## src/rtl/spi_acc_pkg.sv

```systemverilog
`timescale 1ns/1ps
package spi_acc_pkg;

    localparam int ADDR_W_DEF = 15;
    localparam int DATA_W_DEF = 8;
    localparam int SYNC_DEF   = 2;

    typedef enum logic {
        PH_INSTR = 1'b0,
        PH_DATA  = 1'b1
    } phase_e;

    // single-cycle events raised by the frame controller
    typedef struct packed {
        logic instr_done;
        logic byte_done;
    } frame_evt_t;

    // one oversampled snapshot of the serial pins
    typedef struct packed {
        logic sdi;
        logic csn;
        logic sclk;
    } pin_sample_t;

    localparam pin_sample_t PIN_IDLE = '{sdi: 1'b0, csn: 1'b1, sclk: 1'b0};

endpackage

```

## src/rtl/spi_edge_sync.sv

```systemverilog
`timescale 1ns/1ps
module spi_edge_sync
    import spi_acc_pkg::*;
#(
    parameter int STAGES = SYNC_DEF
) (
    input  logic clk,
    input  logic rst,
    input  logic sclk_i,
    input  logic csn_i,
    input  logic sdi_i,
    output logic sclk_rise,
    output logic sclk_fall,
    output logic csn_act,
    output logic sdi_s
);
    localparam int LAST = STAGES - 1;

    pin_sample_t pipe [STAGES];
    logic        sclk_prev;

    always_ff @(posedge clk) begin
        if (rst) begin
            for (int i = 0; i < STAGES; i++) pipe[i] <= PIN_IDLE;
            sclk_prev <= 1'b0;
        end else begin
            pipe[0] <= '{sdi: sdi_i, csn: csn_i, sclk: sclk_i};
            for (int i = 1; i < STAGES; i++) pipe[i] <= pipe[i-1];
            sclk_prev <= pipe[LAST].sclk;
        end
    end

    assign sclk_rise = pipe[LAST].sclk & ~sclk_prev;
    assign sclk_fall = ~pipe[LAST].sclk & sclk_prev;
    assign csn_act   = ~pipe[LAST].csn;
    assign sdi_s     = pipe[LAST].sdi;

endmodule

```

## src/rtl/spi_frame_ctrl.sv

```systemverilog
`timescale 1ns/1ps
module spi_frame_ctrl
    import spi_acc_pkg::*;
#(
    parameter int ADDR_W = ADDR_W_DEF,
    parameter int DATA_W = DATA_W_DEF
) (
    input  logic                clk,
    input  logic                rst,
    input  logic                csn_act,
    input  logic                sclk_rise,
    input  logic                sdi,
    output frame_evt_t          evt,
    output logic [ADDR_W:0]     instr_word,
    output logic [DATA_W-1:0]   data_byte,
    output logic                in_read_data
);
    localparam int INSTR_W = ADDR_W + 1;
    localparam int CNT_W   = $clog2(INSTR_W);

    phase_e              phase;
    logic [CNT_W-1:0]    cnt;
    logic [INSTR_W-1:0]  sh;
    logic                dir_read;

    always_ff @(posedge clk) begin
        evt <= '0;
        if (rst || !csn_act) begin
            phase    <= PH_INSTR;
            cnt      <= '0;
            sh       <= '0;
            dir_read <= 1'b0;
        end else if (sclk_rise) begin
            sh <= {sh[INSTR_W-2:0], sdi};
            if (phase == PH_INSTR) begin
                if (cnt == CNT_W'(INSTR_W - 1)) begin
                    phase          <= PH_DATA;
                    cnt            <= '0;
                    dir_read       <= sh[INSTR_W-2];
                    evt.instr_done <= 1'b1;
                end else begin
                    cnt <= cnt + 1'b1;
                end
            end else begin
                if (cnt == CNT_W'(DATA_W - 1)) begin
                    cnt           <= '0;
                    evt.byte_done <= 1'b1;
                end else begin
                    cnt <= cnt + 1'b1;
                end
            end
        end
    end

    assign instr_word   = sh;
    assign data_byte    = sh[DATA_W-1:0];
    assign in_read_data = dir_read && (phase == PH_DATA);

    // events only come from edges seen inside a frame
    assert_evt_in_frame_R1: assert property (@(posedge clk) disable iff (rst)
        (evt.instr_done || evt.byte_done) |-> $past(csn_act))
        else $error("event raised outside a frame");

    assert_byte_spacing_R12: assert property (@(posedge clk) disable iff (rst)
        evt.byte_done |=> !evt.byte_done)
        else $error("back-to-back byte events");

endmodule

```

## src/rtl/spi_addr_seq.sv

```systemverilog
`timescale 1ns/1ps
module spi_addr_seq
    import spi_acc_pkg::*;
#(
    parameter int ADDR_W = ADDR_W_DEF,
    parameter int DATA_W = DATA_W_DEF
) (
    input  logic                clk,
    input  logic                rst,
    input  frame_evt_t          evt,
    input  logic [ADDR_W:0]     instr_word,
    input  logic [DATA_W-1:0]   data_byte,
    input  logic                in_read_data,
    input  logic                cfg_descend,
    output logic [ADDR_W-1:0]   reg_addr,
    output logic [DATA_W-1:0]   reg_wdata,
    output logic                reg_wr,
    output logic                reg_rd
);
    logic [ADDR_W-1:0] addr_step;

    // natural wrap modulo 2^ADDR_W
    assign addr_step = cfg_descend ? reg_addr - 1'b1 : reg_addr + 1'b1;

    always_ff @(posedge clk) begin
        if (rst) begin
            reg_addr  <= '0;
            reg_wdata <= '0;
            reg_wr    <= 1'b0;
            reg_rd    <= 1'b0;
        end else begin
            reg_wr <= 1'b0;
            reg_rd <= 1'b0;
            if (evt.instr_done) begin
                reg_addr <= instr_word[ADDR_W-1:0];
                reg_rd   <= instr_word[ADDR_W];
            end else if (evt.byte_done) begin
                if (in_read_data) begin
                    reg_addr <= addr_step;
                    reg_rd   <= 1'b1;
                end else begin
                    reg_wdata <= data_byte;
                    reg_wr    <= 1'b1;
                end
            end else if (reg_wr) begin
                reg_addr <= addr_step;
            end
        end
    end

    assert_strobe_excl_R12: assert property (@(posedge clk) disable iff (rst)
        !(reg_wr && reg_rd))
        else $error("write and read strobes together");

    assert_wr_pulse_R3: assert property (@(posedge clk) disable iff (rst)
        reg_wr |=> !reg_wr)
        else $error("write strobe longer than one cycle");

    assert_rd_pulse_R12: assert property (@(posedge clk) disable iff (rst)
        reg_rd |=> !reg_rd)
        else $error("read strobe longer than one cycle");

    assert_addr_step_R10: assert property (@(posedge clk) disable iff (rst)
        reg_wr |=> (reg_addr == ($past(cfg_descend) ? $past(reg_addr) - 1'b1
                                                    : $past(reg_addr) + 1'b1)))
        else $error("address did not step after a write");

endmodule

```

## src/rtl/spi_tx_shifter.sv

```systemverilog
`timescale 1ns/1ps
module spi_tx_shifter
    import spi_acc_pkg::*;
#(
    parameter int DATA_W = DATA_W_DEF
) (
    input  logic              clk,
    input  logic              rst,
    input  logic              csn_act,
    input  logic              sclk_fall,
    input  logic              in_read_data,
    input  logic              load,
    input  logic [DATA_W-1:0] load_data,
    output logic              tx_bit,
    output logic              drive_en
);
    logic [DATA_W-1:0] sh;

    always_ff @(posedge clk) begin
        if (rst || !csn_act) begin
            sh       <= '0;
            tx_bit   <= 1'b0;
            drive_en <= 1'b0;
        end else if (load) begin
            sh <= load_data;
        end else if (sclk_fall && in_read_data) begin
            tx_bit   <= sh[DATA_W-1];
            sh       <= {sh[DATA_W-2:0], 1'b0};
            drive_en <= 1'b1;
        end
    end

    // the fetch must have landed before the edge that shifts it out
    assert_fetch_done_R5: assert property (@(posedge clk) disable iff (rst)
        (sclk_fall && in_read_data) |-> !load)
        else $error("register fetch collided with an output edge");

    assert_tx_stable_R6: assert property (@(posedge clk) disable iff (rst)
        (drive_en && csn_act && !sclk_fall) |=> ($stable(tx_bit) || !csn_act))
        else $error("output bit moved without a falling serial edge");

endmodule

```

## src/rtl/spi_reg_access.sv

```systemverilog
`timescale 1ns/1ps
module spi_reg_access
    import spi_acc_pkg::*;
#(
    parameter int ADDR_W      = ADDR_W_DEF,
    parameter int DATA_W      = DATA_W_DEF,
    parameter int SYNC_STAGES = SYNC_DEF
) (
    input  logic              clk,
    input  logic              rst,
    input  logic              cfg_four_wire,
    input  logic              cfg_descend,
    input  logic              spi_sclk,
    input  logic              spi_csn,
    input  logic              sdio_i,
    output logic              sdio_o,
    output logic              sdio_oe,
    output logic              sdo_o,
    output logic              sdo_oe,
    output logic [ADDR_W-1:0] reg_addr,
    output logic [DATA_W-1:0] reg_wdata,
    output logic              reg_wr,
    output logic              reg_rd,
    input  logic [DATA_W-1:0] reg_rdata
);
    logic              sclk_rise, sclk_fall, csn_act, sdi_s;
    frame_evt_t        evt;
    logic [ADDR_W:0]   instr_word;
    logic [DATA_W-1:0] data_byte;
    logic              in_read_data;
    logic              tx_bit, drive_en;

    spi_edge_sync #(.STAGES(SYNC_STAGES)) u_sync (
        .clk(clk), .rst(rst),
        .sclk_i(spi_sclk), .csn_i(spi_csn), .sdi_i(sdio_i),
        .sclk_rise(sclk_rise), .sclk_fall(sclk_fall),
        .csn_act(csn_act), .sdi_s(sdi_s)
    );

    spi_frame_ctrl #(.ADDR_W(ADDR_W), .DATA_W(DATA_W)) u_frame (
        .clk(clk), .rst(rst),
        .csn_act(csn_act), .sclk_rise(sclk_rise), .sdi(sdi_s),
        .evt(evt), .instr_word(instr_word), .data_byte(data_byte),
        .in_read_data(in_read_data)
    );

    spi_addr_seq #(.ADDR_W(ADDR_W), .DATA_W(DATA_W)) u_addr (
        .clk(clk), .rst(rst),
        .evt(evt), .instr_word(instr_word), .data_byte(data_byte),
        .in_read_data(in_read_data), .cfg_descend(cfg_descend),
        .reg_addr(reg_addr), .reg_wdata(reg_wdata),
        .reg_wr(reg_wr), .reg_rd(reg_rd)
    );

    spi_tx_shifter #(.DATA_W(DATA_W)) u_tx (
        .clk(clk), .rst(rst),
        .csn_act(csn_act), .sclk_fall(sclk_fall),
        .in_read_data(in_read_data),
        .load(reg_rd), .load_data(reg_rdata),
        .tx_bit(tx_bit), .drive_en(drive_en)
    );

    assign sdio_o  = tx_bit;
    assign sdo_o   = tx_bit;
    assign sdio_oe = drive_en && !cfg_four_wire;
    assign sdo_oe  = drive_en &&  cfg_four_wire;

    assert_oe_read_only_R9: assert property (@(posedge clk) disable iff (rst)
        (sdio_oe || sdo_oe) |-> in_read_data)
        else $error("driver enabled outside a read data phase");

    assert_wr_not_read_R3: assert property (@(posedge clk) disable iff (rst)
        reg_wr |-> !drive_en)
        else $error("write strobe while output is driven");

endmodule

```

## config.mk

```make
export PLATFORM = sky130hd
export DESIGN_NAME = spi_reg_access
export DESIGN_NICKNAME = d
export VERILOG_FILES = /design/src/rtl/spi_acc_pkg.sv /design/src/rtl/spi_edge_sync.sv /design/src/rtl/spi_frame_ctrl.sv /design/src/rtl/spi_addr_seq.sv /design/src/rtl/spi_tx_shifter.sv /design/src/rtl/spi_reg_access.sv
export SDC_FILE = /design/constraint.sdc
export NUM_CORES = 1
export LEC_CHECK = 0
export ABC_AREA = 1
export CAP_MARGIN = 20
export CORE_ASPECT_RATIO = 0.6
export CORE_MARGIN = 5
export CORE_UTILIZATION = 50
export DETAILED_ROUTE_END_ITERATION = 8
export GPL_TIMING_DRIVEN = 1
export PLACE_DENSITY = 0.76
export SETUP_SLACK_MARGIN = 0.15
export SYNTH_ARGS = -nofsm -noshare
export SYNTH_HDL_FRONTEND = slang
export SYNTH_SLANG_ARGS = --single-unit
export TNS_END_PERCENT = 20
```

## constraint.sdc

```tcl
create_clock -name clk -period 1.4 [get_ports clk]
set_clock_uncertainty 0.05 [all_clocks]
set_input_delay 0.28 -clock clk [delete_from_list [all_inputs] [get_ports clk]]
set_output_delay 0.28 -clock clk [all_outputs]
set_load 0.01 [all_outputs]
```

Word-level counts from Yosys, hierarchy flattened
Memories as Yosys holds them, arrays and structs flattened.
Index checks and enable logic that the tools add are counted.
{"block": "classes", "n_mux": 22, "addsub": 3, "mul": 0, "reduce_logical": 15, "eq_ne": 3, "n_lt_le_gt_ge": 0, "bitwise_logic": 12, "div": 0, "shifts": 0}
{"operator": "$mux 15", "count": 5}
{"operator": "$mux 8", "count": 2}
{"operator": "$add 15x1->15 const B", "count": 1}
{"operator": "$sub 15x1->15 const B", "count": 1}
{"operator": "$mux 4", "count": 3}
{"operator": "$mux 1", "count": 10}
{"operator": "$reduce_or 3->1", "count": 3}
{"operator": "$not 1->1", "count": 8}
{"operator": "$mux 3", "count": 2}
{"operator": "$reduce_and 3->1", "count": 2}
{"operator": "$add 4x1->4 const B", "count": 1}
{"operator": "$eq 4x3->1 const B", "count": 1}
{"operator": "$eq 4x4->1 const B", "count": 1}
{"operator": "$logic_and 1x1->1", "count": 4}
{"operator": "$reduce_and 2->1", "count": 2}
{"operator": "$ne 3x1->1 const B", "count": 1}
{"operator": "$reduce_bool 3->1", "count": 1}
{"operator": "$and 1x1->1", "count": 2}
{"operator": "$or 1x1->1", "count": 2}
{"operator": "$reduce_bool 2->1", "count": 1}
{"operator": "$logic_not 1->1", "count": 1}
{"operator": "$logic_or 1x1->1", "count": 1}
{"block": "totals", "n_memories": 1, "rom_bits": 0, "ram_bits": 6, "regBits": 60, "latchBits": 0}
{"memory": "u_sync.pipe", "words": 2, "word_bits": 3, "rd": 2, "rd_clocked_by_memory_dff": 0, "write_ports": 2, "line_no": "spi_edge_sync.sv:19", "text": "pin_sample_t pipe [STAGES];"}

Depth between registers and ports, before layout
Gate-level depths: netlist (run 1).
{"block": "depth", "ltp_word": 5, "mapped_depth": 11}

By module
Synthesis (run 1) repeated with hierarchy kept, for this count alone.
{"block": "hier_totals", "hier_cells": 512, "hier_area_um2": 3627.2}
{"module": "spi_addr_seq", "instances": 1, "area_each_um2": 1914.3, "cells_per_inst": 288}
{"module": "spi_frame_ctrl", "instances": 1, "area_each_um2": 1011.0, "cells_per_inst": 125}
{"module": "spi_tx_shifter", "instances": 1, "area_each_um2": 465.4, "cells_per_inst": 68}
{"module": "spi_edge_sync", "instances": 1, "area_each_um2": 211.5, "cells_per_inst": 26}
{"module": "spi_reg_access", "instances": 1, "area_each_um2": 25.0, "cells_per_inst": 5}

Worst setup path after synthesis (run 1)
No wires, ideal clock.
{"block": "synth_path", "path_kind": "register to register", "start": "reg u_addr.reg_addr[0]", "end": "reg u_addr.reg_addr[14]", "slack_ps": -196, "arrival_time_ps": 1421, "path_stages_with_launch": 12, "period_less_slack_ps": 1596, "cell_sequence": "dfxtp_1 fa_1 nand2_1 nand2_1 nand3_1 nand2_1 nand2_1 nand2_1 nand2_1 nand3_1 nand2_1 a21oi_2"}
{"block": "synth_via", "elab_chain_cells": 5, "word_cells_on_any_way": 7, "cone_classes": "2 x add/sub; 5 x mux"}
{"item": "from (decl)", "line_no": "spi_addr_seq.sv:15", "text": "output logic [ADDR_W-1:0] reg_addr,"}
{"item": "from (signal assigned)", "line_no": "spi_addr_seq.sv:35", "text": "reg_addr <= instr_word[ADDR_W-1:0];"}
{"item": "from (signal assigned)", "line_no": "spi_addr_seq.sv:39", "text": "reg_addr <= addr_step;"}
{"item": "from (signal assigned)", "line_no": "spi_addr_seq.sv:46", "text": "reg_addr <= addr_step;"}
{"item": "$add 15x1->15 / $sub 15x1->15 (equally long branches)", "line_no": "spi_addr_seq.sv:23", "text": "assign addr_step = cfg_descend ? reg_addr - 1'b1 : reg_addr + 1'b1;"}
{"item": "$mux 15 (*)", "line_no": "spi_addr_seq.sv:23"}
{"item": "$mux 15 (on tied branches)", "line_no": "spi_addr_seq.sv:45, spi_addr_seq.sv:38"}
{"item": "$mux 15 (*)", "line_no": "spi_addr_seq.sv:37", "text": "end else if (evt.byte_done) begin"}
{"item": "$mux 15 (*)", "line_no": "spi_addr_seq.sv:34", "text": "if (evt.instr_done) begin"}
Mark *: on every way between the ends. The rest lies on a longest branch, timed or not. The select of a mux whose other input is x is not followed.
A chain may end at the register's enable or synchronous reset.

Worst setup path in the final report (run 1)
{"block": "layout_path", "start": "reg u_addr.reg_addr[1]", "end": "reg u_addr.reg_addr[10]"}
The elaborated chain is that of the path after synthesis.

==> results of run 1 <==
[how the worst max path moves through the flow]
| stage | start | end | slack [ns] | depth (start not counted) |
|---|---|---|---|---|
| after detailed placement | cfg_descend | u_addr.reg_addr[9] | -0.85 | 12 |
| after CTS | u_addr.reg_addr[1] | u_addr.reg_addr[6] | -0.20 | 9 |
| after global routing | u_addr.reg_addr[1] | u_addr.reg_addr[10] | -0.32 | 11 |
| after global placement | cfg_descend | u_addr.reg_addr[13] | -0.79 | 13 |
| final | u_addr.reg_addr[1] | u_addr.reg_addr[10] | -0.32 | 11 |
| after floorplan | u_addr.reg_addr[0] | u_addr.reg_addr[14] | -0.1 | 11 |
[cells by family (layout without fill, tap and decap cells)]
logic type	count (synthesis)	count (layout)	share of synthesized area
compound gates	99	99	0.1563
xor+xnor	9	9	0.02384
fa+ha+maj	15	15	0.05905
buf+inv	80	175	0.09992
flops	66	66	0.3997
simple gates	207	207	0.2612
[placed cells by master (no fill, tap or decap), types with 21 or more instances in the layout]
| cell | Yosys | routed |
|---|---|---|
| sky130_fd_sc_hd__dfxtp_2 | 0 | 23 |
| sky130_fd_sc_hd__nand2_1 | 109 | 79 |
| sky130_fd_sc_hd__inv_1 | 59 | 54 |
| sky130_fd_sc_hd__a21oi_1 | 53 | 37 |
| sky130_fd_sc_hd__nor2_1 | 65 | 53 |
| sky130_fd_sc_hd__buf_6 | 3 | 24 |
| sky130_fd_sc_hd__dfxtp_1 | 66 | 40 |
| sky130_fd_sc_hd__o21ai_0 | 36 | 30 |
| sky130_fd_sc_hd__buf_4 | 1 | 39 |
| sky130_fd_sc_hd__nand2_2 | 1 | 21 |
[final cells by class]
type | count | area [sq um]
clock buffer | 12 | 135.1
inverter | 63 | 240.2
multi-input combinational | 330 | 2158
clock inverter | 3 | 65.06
timing repair buffer | 97 | 857.1
fill | 400 | 1354
sequential | 66 | 1361
tap | 84 | 105.1
[state kept, by name (all words and copies together) (netlist names)]
| name | cells |
|---|---|
| u_frame.dir_read | 1 |
| u_addr.reg_addr | 15 |
| u_frame.instr_word | 16 |
| u_tx.drive_en | 1 |
| u_addr.reg_wdata | 8 |
| u_frame.phase | 1 |
| u_frame.cnt | 4 |
| u_tx.tx_bit | 1 |
| u_sync.sclk_prev | 1 |
| u_tx.sh | 8 |
| u_addr.reg_wr | 1 |
| u_sync.pipe | 6 |
| u_frame.evt | 2 |
| u_addr.reg_rd | 1 |
[report_power, final]
group          internal (mW)  switching [mW]  total [mW]
logic                  0.168           0.185       0.352
clock network          0.992           0.734        1.73
registers               1.88         0.00562        1.89
[what timing repair did]
| action | 4_1_cts | 5_1_grt |
|---|---|---|
| cloned | 1 | 0 |
| pin swaps | 28 | 22 |
| resized for setup | 227 | 51 |
| buffers inserted | 2 | 0 |
| setup endpoints to repair | 59 | 71 |
[worst max-delay path: stages (launching register included)]
cell and delay, ns:
sky130_fd_sc_hd__dfxtp_4 0.36, sky130_fd_sc_hd__fa_2 0.37, sky130_fd_sc_hd__nand2_4 0.10, sky130_fd_sc_hd__nand2_2 0.07, sky130_fd_sc_hd__nand3_2 0.11, sky130_fd_sc_hd__nand2_4 0.08, sky130_fd_sc_hd__nand2_2 0.08, sky130_fd_sc_hd__nand2_2 0.06
sky130_fd_sc_hd__nand2_1 0.09, sky130_fd_sc_hd__nand3_1 0.08, sky130_fd_sc_hd__nand2_1 0.08, sky130_fd_sc_hd__a21oi_1 0.07
[per-stage QoR]
stage          hold slack, ns  area, sq um  total power [mW]
5_1_grt                0.3745         4922             4.088
3_5_place_dp           0.3460         4193             2.194
2_1_floorplan          0.3338         3343             2.063
4_1_cts                0.3550         4828             3.940
3_3_place_gp           0.3412         4193             2.186
6_report               0.3522         4922             3.966
[layer usage]
layer	track usage	up-vias	share of wire
met2	0.4038	156	0.47
met4	0.07943	0	0.026
met3	0.06794	34	0.078
met1	0.3108	1611	0.43
li1	-	1699	-
met5	0	-	0
==> metrics.md, run 1 <==
| Metric | Value |
|---|---|
| Run status | `finished with violations` |
| Violated checks | `negative setup slack` |
| Startpoint of the most critical hold path | `u_sync.pipe[0][0]` |
| Cells on Worst Hold Path | `2` |
| Mapped Nets | `506` |
| Routed via count divided by cell count | `approximately 5.3` |
| Largest area contributor in the netlist | `sky130_fd_sc_hd__dfxtp_1` |
| Number of buffers inserted during clock tree synthesis | `9` |
| Share of synthesized registers carrying an async set or reset | `0` |
| Crit share post-route | `1.232` |
| Maximum vdd ir drop | `slightly below 0.8 mV` |
| Number of H-tree levels | `3` |
| Reg clk slew, reported paths | `~0.07 ns` |
| Die X-Extent | `115.0 microns` |
| Power per unit of standard cell area | `roughly 810 nW/um^2` |
| Top-Level Pins | `44` |
| Routed via count | `3500` |
| EDFF count, synth | `0` |
| Die Outline Area | `around 8400 sq um` |
| Depth of the most critical reg-to-reg path | `11` |
| GRT Overall Usage | `0.2445` |
| # port buffers | `43` |
| Crit path time final | `around 1.7 ns` |
| Total wirelength of the detailed-routed design | `~10 mm` |
| Area share of the leading cell type in the synthesized netlist | `0.3997` |
| Final setup vio count | `12` |
| Crit path DAT | `about 1.9 ns` |
| Endpoint of the lowest-slack register-to-register path | `u_addr.reg_addr[10]` |
| Critical Path End Type | `flop` |
| Worst relative slew slack | `0.7144` |
| Post-synthesis area per instance | `between 6 and 7 sq um` |
| Final standard cell utilization of the core | `0.7843` |
| Area of the core region | `roughly 6300 sq um` |
| Vias in the first global route | `around 3400` |
| Critical path type | `flop to flop` |
| Cell area after technology mapping | `between 3000 and 4000 sq um` |
| Maximum number of pins on one net before global-route repair | `21` |
| Required arrival time at the worst endpoint | `approximately 1.6 ns` |
| Setup slack, reg-to-reg | `-0.32 ns` |
| Count of antenna diodes in the layout | `0` |
| CTS tree | `yes` |
| Max-slew violations | `0` |
| Synth cell count leaders | `sky130_fd_sc_hd__nand2_1, sky130_fd_sc_hd__dfxtp_1, sky130_fd_sc_hd__nor2_1` |
| Max Fanout on Critical Path | `3` |
| Hold_buf cts | `0` |
| Number of different library cells in the post-synthesis netlist | `31` |
| Initial antenna violation count | `0` |
| Die span in y | `about 73 microns` |
| Final std cells w/o fill | `roughly 660` |
| Most common cell in the netlist | `sky130_fd_sc_hd__nand2_1` |
| RSZ-0062 raised after global routing | `true` |
| Root cell of the clock tree | `sky130_fd_sc_hd__clkbuf_8` |
| Worst r2r src | `u_addr.reg_addr[1]` |
| Fraction of final layout cells with drive strength greater than 1 | `0.3888` |
| Most common flop cell mapped by yosys | `sky130_fd_sc_hd__dfxtp_1` |
| Setup TNS after final layout | `-1.941 ns` |
| Layout overhead on the synthesized area | `48.90%` |
| Total congestion overflow after global routing | `0` |
| Maximum capacitance violations | `0` |
| Final Hold Fails | `0` |
| First-pass GRT wire length | `16.10 mm` |
| Clk_lat worst skew | `0.37 ns` |
| Startpoint kind of the worst setup timing path | `flop` |
| Count of mapped cells out of synthesis | `between 400 and 500` |
| Yosys warning count | `0` |
| Net count of the finished layout | `597` |
| Flip-flop and latch count after synthesis | `66` |
| Number of DRC violations after detailed-routing iteration 0 | `295` |
| Upper clock frequency limit | `about 580 MHz` |
| Kind of path behind the tightest hold check | `flop to flop` |
| Synth top area cells | `sky130_fd_sc_hd__dfxtp_1, sky130_fd_sc_hd__nand2_1, sky130_fd_sc_hd__a21oi_1, sky130_fd_sc_hd__nor2_1, sky130_fd_sc_hd__inv_1` |
| Number of placed instances with taps included | `about 640` |
| Post-DR wirelength/cell | `~16 microns` |
| Number of sinks driven by the clock tree | `between 60 and 70` |
| Placed wire-length estimate after detailed placement | `between 6 and 7 mm` |
| Final worst setup slack | `-0.3247 ns` |
| Max Buffers Root-to-Sink | `2` |
| Post-detailed-route DRC marker count | `0` |
| Worst slack at placement | `-0.8514 ns` |
| Hold worst-path end | `u_sync.pipe[0][3]` |
| Number of nets with antenna violations after routing | `0` |
| Number of placement rows | `22` |
| Worst slew pin tran | `between 0.4 and 0.5 ns` |
| First drt pass iteration count | `5` |
| Initial core utilization | `0.5267` |
| GPL Wtd Cong | `about 0.86` |
| Leak pwr | `~2.2 nW` |
| Sequential element share of the synthesized area | `0.3997` |
Power figures use the tool's default switching activity.
==> inputs of run 2 (changes only) <==
Settings changed: CAP_MARGIN 20 to 10.
==> results of run 2 <==
Same layout as run 1: the final DEF is identical, and so are final timing and power.
==> inputs of run 3 (changes only) <==
Settings changed: ABC_AREA 1 to unset, CORE_UTILIZATION 50 to 49, PLACE_DENSITY 0.76 to unset, PLACE_DENSITY_LB_ADDON set to 0.2.
==> run 3 against run 2 <==
  * Critical path depth decreased by 2
  * First-iteration DRC count decreased by 42%
  * Wire length decreased by 10%
  * The run still ends with negative setup slack left
  * Largest power group unchanged
  * Critical path type unchanged
  * Highest routed layer unchanged
  * Combinational power decreased by 21%
  * Die area decreased by 1.1%
  * Synthesized cell count decreased by 18%
==> metrics.md, run 3 <==
| Metric | Value |
|---|---|
| Maximum capacitance violations | `0` |
| Count of antenna diodes in the layout | `0` |
| Number of placed instances with taps included | `between 500 and 600` |
| RSZ-0062 raised after global routing | `true` |
| Initial core utilization | `0.5141` |
| Die span in y | `a little over 70 microns` |
| Slowest stage delay, CP | `between 0.3 and 0.4 ns` |
| Top-Level Pins | `44` |
| Post-detailed-route DRC marker count | `0` |
| Overall power | `3.977 mW` |
| Met2 track demand over resource | `0.3755` |
| GRT Overall Usage | `0.2278` |
| Sw power | `between 0.9 and 1 mW` |
| Max reg flops | `16` |
| Crit path time final | `approximately 2.1 ns` |
| Routed via count divided by cell count | `5.508` |
| Net count of the finished layout | `roughly 530` |
| Number of placement rows | `22` |
| Setup slack, reg-to-reg | `-0.68 ns` |
| CTS tree | `yes` |
| Placed wire-length estimate after detailed placement | `around 6 mm` |
| Routed via count | `around 3200` |
| Endpoint of the lowest-slack register-to-register path | `u_addr.reg_addr[11]` |
| Placed instance area | `around 4300 sq um` |
| Area share of the leading cell type in the synthesized netlist | `0.4131` |
| Clock Power Share | `0.458` |
| Number of filler cells placed in the layout | `between 400 and 500` |
| Hold worst-path end | `u_frame.instr_word[0]` |
| Startpoint kind of the worst setup timing path | `flop` |
| First-pass GRT wire length | `around 15 mm` |
| WP depth | `9` |
| Power per unit of standard cell area | `about 810 nW/um^2` |
| Die X-Extent | `roughly 110 microns` |
| GRT met1 Usage | `0.2897` |
| Synth top area cells | `sky130_fd_sc_hd__dfxtp_1, sky130_fd_sc_hd__a21oi_1, sky130_fd_sc_hd__nor2_1, sky130_fd_sc_hd__nand2_1, sky130_fd_sc_hd__mux2i_1` |
| Max-slew violations | `0` |
| Final setup vio count | `13` |
| Layout overhead on the synthesized area | `52.78%` |
| Required arrival time at the worst endpoint | `around 1.6 ns` |
| Commonest cells after routing, fill and taps aside | `sky130_fd_sc_hd__nor2_1, sky130_fd_sc_hd__buf_4, sky130_fd_sc_hd__nand2_1, sky130_fd_sc_hd__a21oi_1, sky130_fd_sc_hd__dfxtp_1` |
| Mapped Nets | `~420` |
| Largest area contributor in the netlist | `sky130_fd_sc_hd__dfxtp_1` |
| Post-synthesis area per instance | `8.158 sq um` |
| Fraction of final layout cells with drive strength greater than 1 | `0.3996` |
| Initial antenna violation count | `0` |
| Number of buffers inserted during clock tree synthesis | `9` |
| Final std cells w/o fill | `587` |
| Maximum vdd ir drop | `~0.63 mV` |
| Crit share post-route | `1.487` |
| Most common flop cell mapped by yosys | `sky130_fd_sc_hd__dfxtp_1` |
| Synth cell count leaders | `sky130_fd_sc_hd__dfxtp_1, sky130_fd_sc_hd__nor2_1, sky130_fd_sc_hd__nand2_1` |
| Share of synthesized registers carrying an async set or reset | `0` |
| Most common cell in the netlist | `sky130_fd_sc_hd__dfxtp_1` |
| Run status | `finished with violations` |
| Count of mapped cells out of synthesis | `around 390` |
| Max Fanout on Critical Path | `3` |
| Die Outline Area | `slightly above 8000 sq um` |
| First drt pass iteration count | `5` |
| Highest-utilization routing layer at the global route stage | `met2` |
| CP max stage cell | `sky130_fd_sc_hd__a211oi_2` |
| Total wirelength of the detailed-routed design | `between 9 and 10 mm` |
| Leak pwr | `2.035 nW` |
| Routing usage on met3 | `0.06214` |
| Worst r2r src | `u_addr.reg_addr[1]` |
| Crit path DAT | `between 2 and 2.5 ns` |
| Maximum number of pins on one net before global-route repair | `19` |
| Number of buffers and inverters on the critical path | `2` |
| Sw frac | `0.2266` |
| Violated checks | `negative setup slack` |
| Yosys warning count | `0` |
| Number of different library cells in the post-synthesis netlist | `49` |
| Final worst setup slack | `-0.6820 ns` |
| Number of DRC violations after detailed-routing iteration 0 | `170` |
| # port buffers | `43` |
| Part of the power in combinational logic | `0.070` |
| Final Hold Fails | `0` |
| Upper clock frequency limit | `~480 MHz` |
| Clk_lat worst skew | `0.34 ns` |
| Critical path type | `flop to flop` |
| Most common cell after layout, fill and taps aside | `sky130_fd_sc_hd__nor2_1` |
| Root cell of the clock tree | `sky130_fd_sc_hd__clkbuf_8` |
| Kind of path behind the tightest hold check | `flop to flop` |
| Number of sinks driven by the clock tree | `between 60 and 70` |
| Worst relative slew slack | `0.6871` |
| Vias in the first global route | `between 3000 and 4000` |
| Area of the core region | `~6200 sq um` |
| Worst slew pin tran | `0.4663 ns` |
| Internal Dissipation | `just over 3 mW` |
| Final-layout worst hold slack | `0.3871 ns` |
| Power share of the sequential group | `0.472` |
| Summed area of non-filler cells in the final layout | `between 4000 and 5000 sq um` |
| Cell area after technology mapping | `approximately 3200 sq um` |
| Critical Path End Type | `flop` |
| Sequential element share of the synthesized area | `0.4131` |
| Total congestion overflow after global routing | `0` |
| Max Buffers Root-to-Sink | `2` |
| Flip-flop and latch count after synthesis | `66` |
| Reg clk slew, reported paths | `0.07 ns` |
| Startpoint of the most critical hold path | `u_sync.pipe[0][5]` |
| Critical-path cell list | `buf_6, ha_4, a21o_1, nand4_1, a211oi_2, buf_4, o21ai_4, mux2i_1, a31oi_1` |
| GPL Wtd Cong | `0.9066` |
| Depth of the most critical reg-to-reg path | `9` |
| Crit-path leading delay family | `compound AO/OA/AOI/OAI gates` |
| Number of nets with antenna violations after routing | `0` |
| EDFF count, synth | `0` |
| Number of H-tree levels | `3` |
| Cells on Worst Hold Path | `2` |
| Post-DR wirelength/cell | `roughly 16 microns` |
-- run 3: what timing repair did --
action / 4_1_cts / 5_1_grt
endpoints found under the setup margin: 61 / 66
endpoints found under the hold margin: 0 / 0
gates cloned: 1 / 0
hold buffers: 0 / 0
setup buffers: 8 / 1
resized for setup: 171 / 50
pin swaps: 48 / 25
-- run 3: cell families (layout without fill, tap and decap cells) --
kind of cell | Yosys count | after routing | synth area share
fa+ha+maj | 15 | 15 | 0.06103
compound gates | 91 | 91 | 0.1753
buf+inv | 35 | 146 | 0.04577
flops | 66 | 66 | 0.4131
mux | 20 | 20 | 0.06416
simple gates | 152 | 152 | 0.2050
xor+xnor | 13 | 13 | 0.03560
-- run 3: cell type report --
cell class              instances  area (sq um)  area share
clock inverters                 6         90.09     0.01844
multi-input cells             291          2037      0.4169
well taps                      84         105.1     0.02151
flip-flops and latches         66          1370      0.2804
clock buffers                  10         137.6     0.02817
repair buffers                119          1105      0.2261
inverters                      11         41.29    0.008451
-- run 3: layer usage --
| metal | vias to the layer above | part of all wire |
|---|---|---|
| li1 | 1557 | - |
| met1 | 1552 | 0.46 |
| met2 | 104 | 0.47 |
| met3 | 20 | 0.057 |
| met4 | 0 | 0.018 |
| met5 | - | 0 |
-- run 3: stage by stage --
step	setup slack, ns	util	setup TNS [ns]
after global routing	-0.7358	0.7854	-8.015
after CTS	-0.6042	0.7699	-6.232
after floorplan	-0.5502	-	-3.684
final	-0.6820	0.7854	-6.775
after detailed placement	-1.253	0.6840	-17.11
after global placement	-1.154	0.6840	-16.52
-- run 3: power by group through the flow --
stage	Sequential, mW	Clock (mW)	Combinational [mW]
after floorplan	1.93	0	0.106
final	1.88	1.82	0.279
after global placement	1.93	0	0.232
after global routing	1.88	1.92	0.300
after detailed placement	1.93	0	0.238
after CTS	1.88	1.84	0.260
-- run 3: how the worst max path moves through the flow --
stage,start,to,slack [ns]
floorplan,u_addr.reg_addr[0],u_addr.reg_addr[12],-0.55
finish,u_addr.reg_addr[1],u_addr.reg_addr[11],-0.68
global route,u_addr.reg_addr[1],u_addr.reg_addr[11],-0.74
CTS,u_addr.reg_addr[0],u_addr.reg_addr[12],-0.60
global placement,cfg_descend,u_addr.reg_addr[12],-1.15
detailed placement,cfg_descend,u_addr.reg_addr[14],-1.25
-- run 3: worst reg2reg max path, cell delays in order (launching register included) --
cell	delay, ns
sky130_fd_sc_hd__dfxtp_2	0.35
sky130_fd_sc_hd__buf_6	0.13
sky130_fd_sc_hd__ha_4	0.25
sky130_fd_sc_hd__a21o_1	0.12
sky130_fd_sc_hd__nand4_1	0.19
sky130_fd_sc_hd__a211oi_2	0.36
sky130_fd_sc_hd__buf_4	0.19
sky130_fd_sc_hd__o21ai_4	0.06
sky130_fd_sc_hd__mux2i_1	0.18
sky130_fd_sc_hd__a31oi_1	0.09
